## config.mk

```make
export PLATFORM = sky130hd
export DESIGN_NAME = tier_bus_arbiter
export DESIGN_NICKNAME = d
export VERILOG_FILES = /design/src/rtl/arb_pkg.sv /design/src/rtl/arb_promote.sv /design/src/rtl/arb_pick.sv /design/src/rtl/arb_timer.sv /design/src/rtl/tier_bus_arbiter.sv
export SDC_FILE = /design/constraint.sdc
export NUM_CORES = 1
export LEC_CHECK = 0
export BUFFER_PORTS_ARGS = -buffer_cell sky130_fd_sc_hd__buf_2
export CORE_ASPECT_RATIO = 2
export CORE_MARGIN = 10
export CORE_UTILIZATION = 45
export DETAILED_ROUTE_END_ITERATION = 12
export GPL_ROUTABILITY_DRIVEN = 0
export GPL_TIMING_DRIVEN = 0
export PLACE_DENSITY_LB_ADDON = 0.3
export SLEW_MARGIN = 10
export SYNTH_ARGS = -nofsm -noshare
export SYNTH_HDL_FRONTEND = slang
export SYNTH_SLANG_ARGS = --single-unit
export TNS_END_PERCENT = 30
```

## constraint.sdc

```tcl
create_clock -name clk -period 20.2 [get_ports clk]
set_input_delay 4.04 -clock clk [delete_from_list [all_inputs] [get_ports clk]]
set_output_delay 4.04 -clock clk [all_outputs]
set_load 0.02 [all_outputs]
```

## src/rtl/arb_pkg.sv

```systemverilog
package arb_pkg;

    typedef enum logic {
        PH_OPEN = 1'b0,
        PH_WAIT = 1'b1
    } arb_phase_e;

    typedef struct packed {
        logic valid;
        logic low_tier;
    } arb_pick_s;

    localparam int ARB_MASK_W = 32;

    // First set bit strictly after ptr, rotating over n entries; -1 if none.
    function automatic int next_set(input logic [ARB_MASK_W-1:0] mask,
                                    input int ptr, input int n);
        int found;
        found = -1;
        for (int k = 1; k <= ARB_MASK_W; k++) begin
            if (k <= n && found < 0) begin
                if (mask[(ptr + k) % n]) found = (ptr + k) % n;
            end
        end
        return found;
    endfunction

endpackage

```

## src/rtl/arb_promote.sv

```systemverilog
module arb_promote
    import arb_pkg::*;
#(
    parameter int NREQ = 5
) (
    input  logic            clk,
    input  logic            rst,
    input  logic            promo_en,
    input  logic [NREQ-1:0] retried,
    input  logic [NREQ-1:0] dly_pend,
    input  logic [NREQ-1:0] tier_hi,
    input  logic [NREQ-1:0] gnt,
    input  logic            frame,
    output logic [NREQ-1:0] hi_eff
);

    logic [NREQ-1:0] promoted;

    for (genvar i = 0; i < NREQ; i++) begin : g_flag
        logic began;
        assign began = gnt[i] & frame;

        always_ff @(posedge clk) begin
            if (rst) begin
                promoted[i] <= 1'b0;
            end else begin
                promoted[i] <= promo_en &
                               (retried[i] | dly_pend[i] | (promoted[i] & ~began));
            end
        end

        a_r5_retry_lifts: assert property (@(posedge clk) disable iff (rst)
            promo_en && retried[i] |=> hi_eff[i]);

        a_r6_delay_lifts: assert property (@(posedge clk) disable iff (rst)
            promo_en && dly_pend[i] |=> hi_eff[i]);
    end

    assign hi_eff = tier_hi | promoted;

    a_r7_off_drops_all: assert property (@(posedge clk) disable iff (rst)
        !promo_en |=> hi_eff == tier_hi);

endmodule

```

## src/rtl/arb_pick.sv

```systemverilog
module arb_pick
    import arb_pkg::*;
#(
    parameter int NREQ = 5,
    localparam int IW = (NREQ > 1) ? $clog2(NREQ) : 1
) (
    input  logic            clk,
    input  logic            rst,
    input  logic [NREQ-1:0] req,
    input  logic [NREQ-1:0] hi_eff,
    input  logic [IW-1:0]   hi_ptr,
    input  logic [IW-1:0]   lo_ptr,
    input  logic            lo_done,
    output arb_pick_s       pick,
    output logic [IW-1:0]   win
);

    logic [NREQ-1:0] hreq, lreq;
    int hi_cand, lo_cand;
    logic wrapped;

    assign hreq = req & hi_eff;
    assign lreq = req & ~hi_eff;

    always_comb begin
        hi_cand = next_set(ARB_MASK_W'(hreq), int'(hi_ptr), NREQ);
        lo_cand = next_set(ARB_MASK_W'(lreq), int'(lo_ptr), NREQ);
        wrapped = (hi_cand >= 0) && (hi_cand <= int'(hi_ptr));
        pick    = '0;
        win     = '0;
        if (hi_cand >= 0) begin
            pick.valid = 1'b1;
            if (lo_cand >= 0 && wrapped && !lo_done) begin
                pick.low_tier = 1'b1;
                win           = IW'(lo_cand);
            end else begin
                win = IW'(hi_cand);
            end
        end else if (lo_cand >= 0) begin
            pick.valid    = 1'b1;
            pick.low_tier = 1'b1;
            win           = IW'(lo_cand);
        end
    end

    a_r3_winner_requests: assert property (@(posedge clk) disable iff (rst)
        pick.valid |-> req[win]);

    a_r3_high_is_high: assert property (@(posedge clk) disable iff (rst)
        pick.valid && !pick.low_tier |-> hi_eff[win]);

    a_r4_low_is_low: assert property (@(posedge clk) disable iff (rst)
        pick.valid && pick.low_tier |-> !hi_eff[win]);

endmodule

```

## src/rtl/arb_timer.sv

```systemverilog
module arb_timer #(
    parameter int TMO = 16,
    localparam int TW = (TMO > 1) ? $clog2(TMO) : 1
) (
    input  logic clk,
    input  logic rst,
    input  logic start,
    input  logic run,
    output logic expire
);

    logic [TW-1:0] cnt;

    always_ff @(posedge clk) begin
        if (rst) begin
            cnt <= '0;
        end else if (start) begin
            cnt <= '0;
        end else if (run) begin
            cnt <= cnt + 1'b1;
        end
    end

    assign expire = run && (cnt == TW'(TMO - 1));

    a_r9_start_run_apart: assert property (@(posedge clk) disable iff (rst)
        !(start && run));

endmodule

```

## src/rtl/tier_bus_arbiter.sv

```systemverilog
module tier_bus_arbiter
    import arb_pkg::*;
#(
    parameter int NREQ = 5,
    parameter int TMO  = 16,
    localparam int IW  = (NREQ > 1) ? $clog2(NREQ) : 1
) (
    input  logic            clk,
    input  logic            rst,
    input  logic [NREQ-1:0] req,
    input  logic [NREQ-1:0] tier_hi,
    input  logic            promo_en,
    input  logic [NREQ-1:0] retried,
    input  logic [NREQ-1:0] dly_pend,
    input  logic            park_bridge,
    input  logic            serr_on_timeout,
    input  logic            frame,
    output logic [NREQ-1:0] gnt,
    output logic            serr
);

    arb_phase_e      phase;
    logic [IW-1:0]   hi_ptr, lo_ptr, last_idx, gnt_idx, win;
    logic            lo_done;
    logic [NREQ-1:0] hi_eff;
    arb_pick_s       pick;
    logic            tmo_start, tmo_run, tmo_hit;

    function automatic logic [NREQ-1:0] dec(input logic [IW-1:0] k);
        logic [NREQ-1:0] v;
        v    = '0;
        v[k] = 1'b1;
        return v;
    endfunction

    always_comb begin
        gnt_idx = '0;
        for (int i = 0; i < NREQ; i++) begin
            if (gnt[i]) gnt_idx = IW'(i);
        end
    end

    arb_promote #(.NREQ(NREQ)) u_promote (
        .clk(clk), .rst(rst), .promo_en(promo_en), .retried(retried),
        .dly_pend(dly_pend), .tier_hi(tier_hi), .gnt(gnt), .frame(frame),
        .hi_eff(hi_eff)
    );

    arb_pick #(.NREQ(NREQ)) u_pick (
        .clk(clk), .rst(rst), .req(req), .hi_eff(hi_eff), .hi_ptr(hi_ptr),
        .lo_ptr(lo_ptr), .lo_done(lo_done), .pick(pick), .win(win)
    );

    assign tmo_start = (phase == PH_OPEN) && !frame && pick.valid;
    assign tmo_run   = (phase == PH_WAIT) && !frame;

    arb_timer #(.TMO(TMO)) u_timer (
        .clk(clk), .rst(rst), .start(tmo_start), .run(tmo_run), .expire(tmo_hit)
    );

    always_ff @(posedge clk) begin
        if (rst) begin
            phase    <= PH_OPEN;
            gnt      <= dec('0);
            hi_ptr   <= IW'(NREQ - 1);
            lo_ptr   <= IW'(NREQ - 1);
            lo_done  <= 1'b0;
            last_idx <= '0;
            serr     <= 1'b0;
        end else begin
            serr <= tmo_hit & serr_on_timeout;
            if (frame && (gnt != '0)) last_idx <= gnt_idx;
            unique case (phase)
                PH_WAIT: begin
                    if (frame) begin
                        phase <= PH_OPEN;
                    end else if (tmo_hit) begin
                        gnt   <= '0;
                        phase <= PH_OPEN;
                    end
                end
                PH_OPEN: begin
                    if (!frame) begin
                        if (pick.valid) begin
                            gnt   <= dec(win);
                            phase <= PH_WAIT;
                            if (pick.low_tier) begin
                                lo_ptr  <= win;
                                lo_done <= 1'b1;
                            end else begin
                                hi_ptr  <= win;
                                lo_done <= 1'b0;
                            end
                        end else begin
                            gnt <= park_bridge ? dec('0) : dec(last_idx);
                        end
                    end
                end
                default: phase <= PH_OPEN;
            endcase
        end
    end

    a_r1_single_grant: assert property (@(posedge clk) disable iff (rst)
        $onehot0(gnt));

    a_r2_hold_in_frame: assert property (@(posedge clk) disable iff (rst)
        frame |=> gnt == $past(gnt));

    a_r8_park_on_bridge: assert property (@(posedge clk) disable iff (rst)
        phase == PH_OPEN && !frame && req == '0 && park_bridge |=> gnt == dec('0));

    a_r8_park_on_last: assert property (@(posedge clk) disable iff (rst)
        phase == PH_OPEN && !frame && req == '0 && !park_bridge
        |=> gnt == dec($past(last_idx)));

    a_r9_timeout_drops: assert property (@(posedge clk) disable iff (rst)
        tmo_hit |=> gnt == '0);

    a_r10_serr_gated: assert property (@(posedge clk) disable iff (rst)
        serr |-> $past(serr_on_timeout) && gnt == '0);

    a_r10_serr_single: assert property (@(posedge clk) disable iff (rst)
        serr |=> !serr);

endmodule

```

## Word-level counts from Yosys, hierarchy flattened

Cells that the tools add are included.

- Output and inout port bits: 6
- Memories kept: 0
- Latch bits: 0
- Register bits after elaboration: 26
- Logic and storage cells: 193
- Bits in writable memories: 0
- ROM bits: 0

- Order comparisons: 25
- Shifts and indexed selects: 0
- Add/sub/neg operators: 11
- Equal/unequal tests: 4
- Muxes and demuxes: 74
- Reductions and logical operators: 18
- Multipliers: 0
- Bitwise gates (word level): 38
- Divide/modulo/power cells: 10

Operators with widths:

| cell | number |
|---|---|
| 32-bit two-way mux | 18 |
| 32-bit by 7-bit < comparator with 1-bit output (second input constant) | 10 |
| 32-bit by 4-bit remainder unit with 32-bit output (second input constant) | 10 |
| 32-bit by 1-bit < comparator with 1-bit output (second input constant) | 8 |
| 32-bit by 1-bit >= comparator with 1-bit output (second input constant) | 2 |
| 1-bit binary-select mux with 5-bit select | 10 |
| 32-bit by 4-bit less-or-equal comparator with 1-bit output | 1 |
| 1-bit two-way mux | 29 |
| 5-bit two-way mux | 5 |
| 3-bit by 2-bit adder with 4-bit output (second input constant) | 4 |
| 3-bit by 3-bit adder with 4-bit output (second input constant) | 4 |
| 1-bit bitwise AND | 16 |
| 3-bit two-way mux | 5 |
| 5-bit bitwise AND | 2 |
| 1-bit logical AND | 10 |
| 1-bit OR | 10 |
| 5-bit case mux with 2 select lines | 1 |
| 3-bit by 1-bit adder with 4-bit output (second input constant) | 2 |
| 3-bit by 4-bit < comparator with 1-bit output (second input constant) | 2 |
| 1-bit NOT | 8 |
| 4-bit AND reduction | 2 |
| 1-bit demux with 3-bit select | 2 |
| 3-bit by 1-bit >= comparator with 1-bit output (second input constant) | 2 |
| 2-bit two-way mux | 3 |
| 11 further kinds | 14 |

## Longest topological paths before layout

Gate-level depths: netlist of the first run.

- Depth after elaboration: 27
- Mapped depth: 31

## Cells and area by module

Synthesis of the first run repeated with hierarchy kept, for this count alone.

- Cell total of the unflattened synthesis: 901
- Area, all modules: 6,693.9 sq um

Modules (own cells, without submodules):

| module | seq. area each (sq um) | cells an instance | times used | area each (sq um) |
|---|---|---|---|---|
| arb_pick | 0.0 | 770 | 1 | 5,400.2 |
| tier_bus_arbiter | 340.3 | 92 | 1 | 850.8 |
| arb_promote | 100.1 | 21 | 1 | 221.5 |
| arb_timer | 80.1 | 18 | 1 | 221.5 |

## Worst setup path after synthesis of the first run

OpenSTA, ideal clock, no wires.

- Path kind: input to register
- Start point: input tier_hi[1]
- End point: register gnt[0]
- Data required time: 20.104 ns
- Cell stages on the path: 21
- Arrival: 8.241 ns
- Setup slack: 11.863 ns
- Path through: o21a_1 or4_1 o211a_1 o21ai_2 nor4_2 o21a_2 a211oi_4 nand2_1 and3_1 or2_2 ha_1 nor2b_1 o21ai_0 nand2b_1 a21oi_1 o21a_1 a32o_1 a311oi_4 nor4b_2 or2_1 o41ai_2

- Cells in the longest elaborated chain, start to end: 27

Ends and longest elaborated chain:

| element | RTL line | text |
|---|---|---|
| start: declaration | tier_bus_arbiter.sv:11 | `input logic [NREQ-1:0] tier_hi,` |
| 5-bit OR (*) | arb_promote.sv:39 | `assign hi_eff = tier_hi \| promoted;` |
| 5-bit bitwise AND / 5-bit NOT (equally long branches) | arb_pick.sv:22, arb_pick.sv:23 |  |
| 1-bit binary-select mux with 5-bit select / 5-bit bitwise AND (equally long branches) | arb_pkg.sv:22, arb_pick.sv:23 |  |
| 1-bit two-way mux (implied by the code) / 1-bit binary-select mux with 5-bit select (equally long branches) | arb_pkg.sv:22 | `if (mask[(ptr + k) % n]) found = (ptr + k) % n;` |
| 1-bit two-way mux (implied by the code) | arb_pkg.sv:22 |  |
| 32-bit two-way mux / 1-bit two-way mux (equally long branches) | arb_pkg.sv:22 |  |
| 32-bit by 1-bit < comparator with 1-bit output / 32-bit two-way mux (equally long branches) | arb_pkg.sv:21, arb_pkg.sv:22 |  |
| 32-bit two-way mux (tied with other cells) | arb_pkg.sv:21 | `if (k <= n && found < 0) begin` |
| [... 11 more ...] | n/a |  |
| 3-bit two-way mux | arb_pick.sv:31 | `if (hi_cand >= 0) begin` |
| 3-bit by 4-bit < comparator with 1-bit output (implied by the code) / 3-bit by 1-bit >= comparator with 1-bit output (equally long branches) | tier_bus_arbiter.sv:32 | `v[k] = 1'b1;` |
| 1-bit logical AND (implied by the code) | tier_bus_arbiter.sv:32 |  |
| 1-bit two-way mux (implied by the code) | tier_bus_arbiter.sv:32 |  |
| 1-bit demux with 3-bit select | tier_bus_arbiter.sv:32 |  |
| 5-bit two-way mux (*) | tier_bus_arbiter.sv:84 | `if (pick.valid) begin` |
| 5-bit two-way mux (*) | tier_bus_arbiter.sv:83 | `if (!frame) begin` |
| 5-bit case mux with 2 select lines (*) | tier_bus_arbiter.sv:73 | `unique case (phase)` |
| end signal: assignment | tier_bus_arbiter.sv:64 | `gnt <= dec('0);` |
| end signal: assignment | tier_bus_arbiter.sv:85 | `gnt <= dec(win);` |
| end signal: assignment | tier_bus_arbiter.sv:95 | `gnt <= park_bridge ? dec('0) : dec(last_idx);` |
| end: declaration | tier_bus_arbiter.sv:18 | `output logic [NREQ-1:0] gnt,` |

Mark *: on every way between the ends. The rest lies on a longest branch, timed or not. The select of a mux whose other input is x is not followed.
A chain may end at the register's enable or synchronous reset.

## Final worst setup path of the first run

- Start point: input tier_hi[4]
- End point: register gnt[0]

Same word-level chain as after synthesis.

==> impl_metrics.tcl, run 1 <==
set metrics [dict create \
    cts_setup_buffers 0 \
    drive_gt1_share_pct 14.46 \
    critPathLaunchType "input port" \
    netlist_top_cells_area "ha_1 9.5%, dfxtp_1 7.6%, nor2_1 5.7%, a21oi_1 4.6%, nand2_1 3.7%" \
    rsz0062_at_grt "no" \
    fmax_ghz 0.1088 \
    cp_data_arrival_time_ns 9.37 \
    setup.worst_path.start "tier_hi[4]" \
    cp-end-kind "flop" \
    synthTopCellsByCount "104 x nor2_1, 67 x nand2_1, 63 x a21oi_1, 52 x ha_1, 41 x o21ai_0" \
    path_class "in -> reg" \
    grt_use_total_pct 23.24 \
    finalClockSkew_ns 0.008657 \
    coreArea_um2 14900 \
    clkTransAtPathRegs_ns 0.07 \
    swShare_pct 57.92 \
    die_w_um 107.3 \
    h-tree-depth 1 \
    numPortBuffers 31 \
    clockBufferDepth 2 \
    synth_most_common_cell "nor2_1" \
    async_flop_share_pct 0 \
    dr.pass1.iters 8 \
    p_comb_share_pct 89.2 \
    hold_viol_final 0 \
    wl_per_cell_um 22.01 \
    io_pins 32 \
    yosys.area.top_type "ha_1" \
    fin_crit_ns 9.192 \
    start_util_pct 46.01 \
    synth_seq_area_share_pct 7.594 \
    synth_edf_count 0 \
    grt_max_degree 16 \
    synthFlopType "dfxtp_1" \
    worst_slew_pin_slew_ns 1.051 \
    cp_max_fo 10 \
    cts_root_buf "clkbuf_16" \
    seqPwrFrac_pct 5.9 \
    vias_per_cell 6.700 \
    setup_viol 0 \
    maxCapViolCount 0 \
    routed_wl_um 25600 \
    grt_pass1_wl_um 39430 \
    p_int_w 0.0005068 \
    drc_errors 0 \
    grt_pass1_vias 7600 \
    p_sw_w 0.0006976 \
    cts_inserted_buffers 3 \
    busiest_layer "met2" \
    finalCoreUtilization_pct 49.39 \
    peakVddDrop_uv 80.85 \
    period_share_pct 45.51 \
    use_met1_pct 20.62 \
    synth_area_um2 6854 \
    rows 63 \
    vias 7792 \
    cts_resized 0 \
    crit-reg2reg-launch "hi_ptr[0]$_SDFFE_PP0P_" \
    synth_nets 1011 \
    hp-class "reg -> reg" \
    clkPwrFrac_pct 4.9 \
    p_leak_nw 2.876 \
    syn2layout_area_growth_pct 7.357 \
    synth_cell_types 117 \
    cp_data_required_time_ns 20.38 \
    die_height_um 194.5 \
    drt_iter0_drc 429 \
    power_density_nw_per_um2 163.7 \
    floorplan.die_area_um2 20870 \
    n_fill_cell 1525 \
    ctsHoldBuffers 0 \
    grt.overflow.total 0 \
    cts_tree "yes" \
    outcome "completed" \
    cts.sinks 26 \
    fin_tns_setup_ns 0 \
    synthCells 933 \
    use_met3_pct 2.353 \
    insertedDiodeCount 0 \
    min_from "lo_done$_SDFFE_PP0P_" \
    relSlewSlack_pct 29.18 \
    post-dp-hpwl_um 20430 \
    fin_nets 1047 \
    met2_usage_pct 43.72 \
    synth_top_area_share_pct 9.493 \
    antenna_found_initial 0 \
    synth_warnings 0 \
    syn_area_per_cell_um2 7.346 \
    drv_slew 0 \
    ant_nets 0 \
    insertion_delay_ns 0.27 \
    synth-seq-cells 26 \
]
## metal layers
| layer | share of wire, % | wire length, µm |
|---|---|---|
| met5 | 0 | 0 |
| met4 | 9.4 | 2405 |
| met3 | 4.8 | 1218 |
| met2 | 53 | 13640 |
| met1 | 33 | 8330 |
## logic make-up (layout without fill, tap and decap cells)
family          after synthesis  count (layout)  share of synthesized area (%)
mux                          30              30                          5.714
buf+inv                     100             135                          6.736
flops                        26              26                          7.594
xor+xnor                     16              16                          2.811
simple gates                377             377                          29.81
fa+ha+maj                    52              52                          9.492
compound gates              332             332                          37.84
## state kept, by name, indices dropped and copies added (netlist names)
name / flops
gnt: 5
hi_ptr: 3
last_idx: 3
lo_done: 1
lo_ptr: 3
phase: 1
serr: 1
u_promote.promoted: 5
u_timer.cnt: 4
## worst paths after layout
kind	to	slack, ns	cells past startpoint
worst max register to register	gnt[0]$_SDFFE_PP1P_	12.11	29
worst min register to register	lo_done$_SDFFE_PP0P_	0.51	2
worst max-delay path	gnt[0]$_SDFFE_PP1P_	11.01	22
worst min-delay path	lo_done$_SDFFE_PP0P_	0.51	2
## power by group through the flow
stage	clock, W	combinational [W]	sequential (W)
2_1_floorplan	0	0.000815	0.0000694
3_3_place_gp	0	0.00104	0.0000717
3_5_place_dp	0	0.00104	0.0000718
4_1_cts	0.0000589	0.00105	0.0000708
5_1_grt	0.0000605	0.00115	0.0000719
6_report	0.0000591	0.00107	0.0000713
## worst max-delay path, cell delays in order
cell      delay (ns)
buf_2           0.10
o21ai_0         0.82
inv_1           0.28
o21ai_0         0.16
a32oi_1         0.12
o211ai_1        0.20
a21oi_2         0.12
a211oi_4        0.60
nand2_1         0.19
and3_1          0.23
or2_2           0.30
ha_1            0.18
nor2b_1         0.11
o21ai_0         0.09
nand2b_1        0.08
a21oi_1         0.13
o21a_1          0.15
a32o_1          0.23
a311oi_4        0.47
nor4b_2         0.17
or2_1           0.27
o41ai_2         0.31
## per-stage QoR
| stage | instance area [µm²] | total power, W | setup slack [ns] | hold WS (ns) | cells |
|---|---|---|---|---|---|
| after global placement | 7253 | 0.001107 | 10.96 | 0.4868 | 1159 |
| final | 7358 | 0.001204 | 11.01 | 0.5139 | 1163 |
| after floorplan | 6854 | 0.0008846 | 11.86 | 0.4578 | 933 |
| after detailed placement | 7253 | 0.001114 | 10.92 | 0.4996 | 1159 |
| after global routing | 7358 | 0.001283 | 10.64 | 0.5343 | 1163 |
| after CTS | 7358 | 0.001178 | 11.17 | 0.5155 | 1163 |
## area by class of cell
class                      instances  area, µm²  share of cell area [%]
clock buffer                       3      75.07                   1.020
multi-input combinational        807       5872                   79.80
sequential                        26      520.5                   7.074
tap                              195      244.0                   3.316
timing repair buffer              31      155.1                   2.108
buffer                            56      291.5                   3.962
clock inverter                     1      30.03                  0.4081
inverter                          44      170.2                   2.313
## placed cells by master, fill, tap and decap left out, types with 21 or more instances in the layout
cell / n
nor2_1: 104
nand2_1: 67
a21oi_1: 63
ha_1: 52
buf_2: 51
o21ai_0: 41
inv_1: 39
a211oi_1: 29
nor3_1: 26
dfxtp_1: 26
clkbuf_1: 23
nand3_1: 21
No activity file was read; power rests on OpenSTA's default activity.
==> run 2, diff against run 1 <==
==> constraint.sdc (replaced) <==
create_clock -name clk -period 7.48 [get_ports clk]
set_input_delay 1.496 -clock clk [delete_from_list [all_inputs] [get_ports clk]]
set_output_delay 1.496 -clock clk [all_outputs]
set_load 0.02 [all_outputs]
==> run 2 against run 1 <==
Effect of this change: sequential cell count is the same; die area is the same; highest routed layer unchanged; sequential share of layout area shrank 0.079 points; clock skew grew 0.00086 ns; clock-buffer cell count is the same; critical endpoint unchanged; clock power grew to 2.7 times the previous value; routed wire length grew 0.35%; register-to-register slack lost 12 ns; worst setup slack lost 11 ns; total power grew to 2.8 times the previous value; final area grew 1.6%.
==> impl_metrics.tcl, run 2 (synthesis gave the netlist of run 1 again) <==
set metrics [dict create \
    reg2reg_slack_ns 0.26 \
    grt.overflow.total 0 \
    start_util_pct 46.01 \
    period_share_pct 96.58 \
    relSlewSlack_pct 28.54 \
    grt_pass1_wl_um 39540 \
    cp_common_cell "ha_1" \
    hp-class "reg -> reg" \
    syn2layout_area_growth_pct 9.091 \
    fin_hold_ws_ns 0.5193 \
    dpl.cell_count 1159 \
    worst_slew_pin_slew_ns 1.061 \
    vias 7848 \
    die_height_um 194.5 \
    cts.sinks 26 \
    grt_use_total_pct 23.32 \
    crit-reg2reg-launch "hi_ptr[0]$_SDFFE_PP0P_" \
    ant_nets 0 \
    hold_viol_final 0 \
    final_cell_mix "104 x nor2_1, 67 x nand2_1, 62 x a21oi_1, 51 x buf_2, 50 x ha_1" \
    drt_iter0_drc 415 \
    power_density_nw_per_um2 454.4 \
    hold_path_end "u_promote.promoted[4]$_SDFF_PP0_" \
    fin_nets 1051 \
    antenna_found_initial 0 \
    rows 63 \
    crit_slowest_cell "dfxtp_2" \
    drc_errors 0 \
    cts_tree "yes" \
    fmax_ghz 0.1384 \
    finalClockSkew_ns 0.009520 \
    hold_depth 2 \
    routed_wl_um 25690 \
    drv_slew 0 \
    cp_data_required_time_ns 7.66 \
    clockBufferDepth 2 \
    cp_data_arrival_time_ns 7.40 \
    floorplan.die_area_um2 20870 \
    cp-end-kind "flop" \
    peakVddDrop_uv 216.1 \
    path_class "reg -> reg" \
    cts_inserted_buffers 3 \
    h-tree-depth 1 \
    vias_per_cell 6.725 \
    grt_max_degree 16 \
    cp_max_fo 12 \
    rr_endpoint "gnt[0]$_SDFFE_PP1P_" \
    coreArea_um2 14900 \
    maxCapViolCount 0 \
    p_leak_nw 2.920 \
    dr.pass1.iters 5 \
    cts_root_buf "clkbuf_16" \
    final_common_cell "nor2_1" \
    min_from "u_promote.promoted[4]$_SDFF_PP0_" \
    cp_slowest_stage_delay_ns 0.53 \
    reg_top3 "gnt x5, u_promote.promoted x5, u_timer.cnt x4" \
    clkTransAtPathRegs_ns 0.08 \
    grt_pass1_vias 7622 \
    setup_viol 0 \
    insertion_delay_ns 0.27 \
    ff2ff_path_depth 30 \
    final_cells 1167 \
    drive_gt1_share_pct 15.84 \
    die_w_um 107.3 \
    outcome "completed" \
    critPathLaunchType "flop" \
    numPortBuffers 31 \
    insertedDiodeCount 0 \
    post-dp-hpwl_um 20430 \
    io_pins 32 \
    wl_per_cell_um 22.01 \
    fin_crit_ns 7.224 \
]
-- run 2: cell types whose count changed in the layout (fill, tap and decap cells not counted), moves of 2 or more --
cell and change:
ha_1 -2, nor4_4 +2, buf_4 +4, clkbuf_1 -2, dfxtp_2 +2, dfxtp_1 -2
-- run 2: worst max-delay path, delay by kind of cell (launching register included) --
kind | cells | cell delay (ns)
DFF | 1 | 0.53
adders and majority gates | 4 | 1.10
and+or+nand+nor | 9 | 1.95
muxes | 1 | 0.16
buffers and inverters | 7 | 1.19
AOI/OAI and AO/OA | 9 | 2.18
-- run 2: repair_timing --
| action | CTS | global route |
|---|---|---|
| hold buffers | 0 | 0 |
| setup buffers | 3 | 1 |
| resized for setup | 8 | 10 |
| endpoints found under the setup margin | 12 | 12 |
| hold endpoints to repair | 0 | 0 |
| pin swaps | 2 | 1 |
-- run 2: layout make-up --
type	instances	area [µm²]
sequential	26	523.0
tap	195	244.0
clock buffer	3	75.07
timing repair buffer	35	185.2
inverter	44	173.9
buffer	56	296.5
multi-input combinational	807	5949
clock inverter	1	30.03
fill	1511	7421
-- run 2: per-layer routing --
metal / wire length [µm] / up-vias / GRT usage [%] / share of wire [%]
met2: 13690 / 367 / 43.70 / 53
met4: 2470 / 0 / 21.27 / 9.6
met5: 0 / - / 0 / 0
met1: 8178 / 3692 / 20.88 / 32
met3: 1346 / 132 / 2.087 / 5.2
li1: - / 3657 / - / -
-- run 2: worst max path at each step --
| stage | start | to | slack, ns | cells past startpoint |
|---|---|---|---|---|
| 2_1_floorplan | hi_ptr[0]$_SDFFE_PP0P_ | gnt[0]$_SDFFE_PP1P_ | 1.01 | 29 |
| 3_3_place_gp | hi_ptr[0]$_SDFFE_PP0P_ | gnt[0]$_SDFFE_PP1P_ | -0.43 | 29 |
| 3_5_place_dp | hi_ptr[0]$_SDFFE_PP0P_ | gnt[0]$_SDFFE_PP1P_ | -0.47 | 29 |
| 4_1_cts | hi_ptr[0]$_SDFFE_PP0P_ | lo_ptr[2]$_SDFFE_PP1P_ | 0.02 | 29 |
| 5_1_grt | hi_ptr[1]$_SDFFE_PP0P_ | gnt[0]$_SDFFE_PP1P_ | -0.008 | 29 |
| 6_report | hi_ptr[0]$_SDFFE_PP0P_ | gnt[0]$_SDFFE_PP1P_ | 0.26 | 30 |
-- run 2: power breakdown --
group	total, W	internal, W	switching, W
combinational	0.00304	0.00119	0.00186
sequential	0.000194	0.000161	0.0000329
clock	0.000160	0.000107	0.0000535
total	0.00340	0.00146	0.00194
-- run 2: stage by stage --
stage	setup TNS, ns	area [µm²]	utilization (%)	setup WS (ns)	total power [W]
finish	0	7477	50.19	0.2558	0.003398
global route	-0.008359	7477	50.19	-0.008359	0.003614
CTS	0	7415	49.77	0.02326	0.003259
detailed placement	-4.084	7253	48.69	-0.4716	0.003008
global placement	-3.408	7253	48.69	-0.4256	0.002990
floorplan	0	6854	-	1.010	0.002389
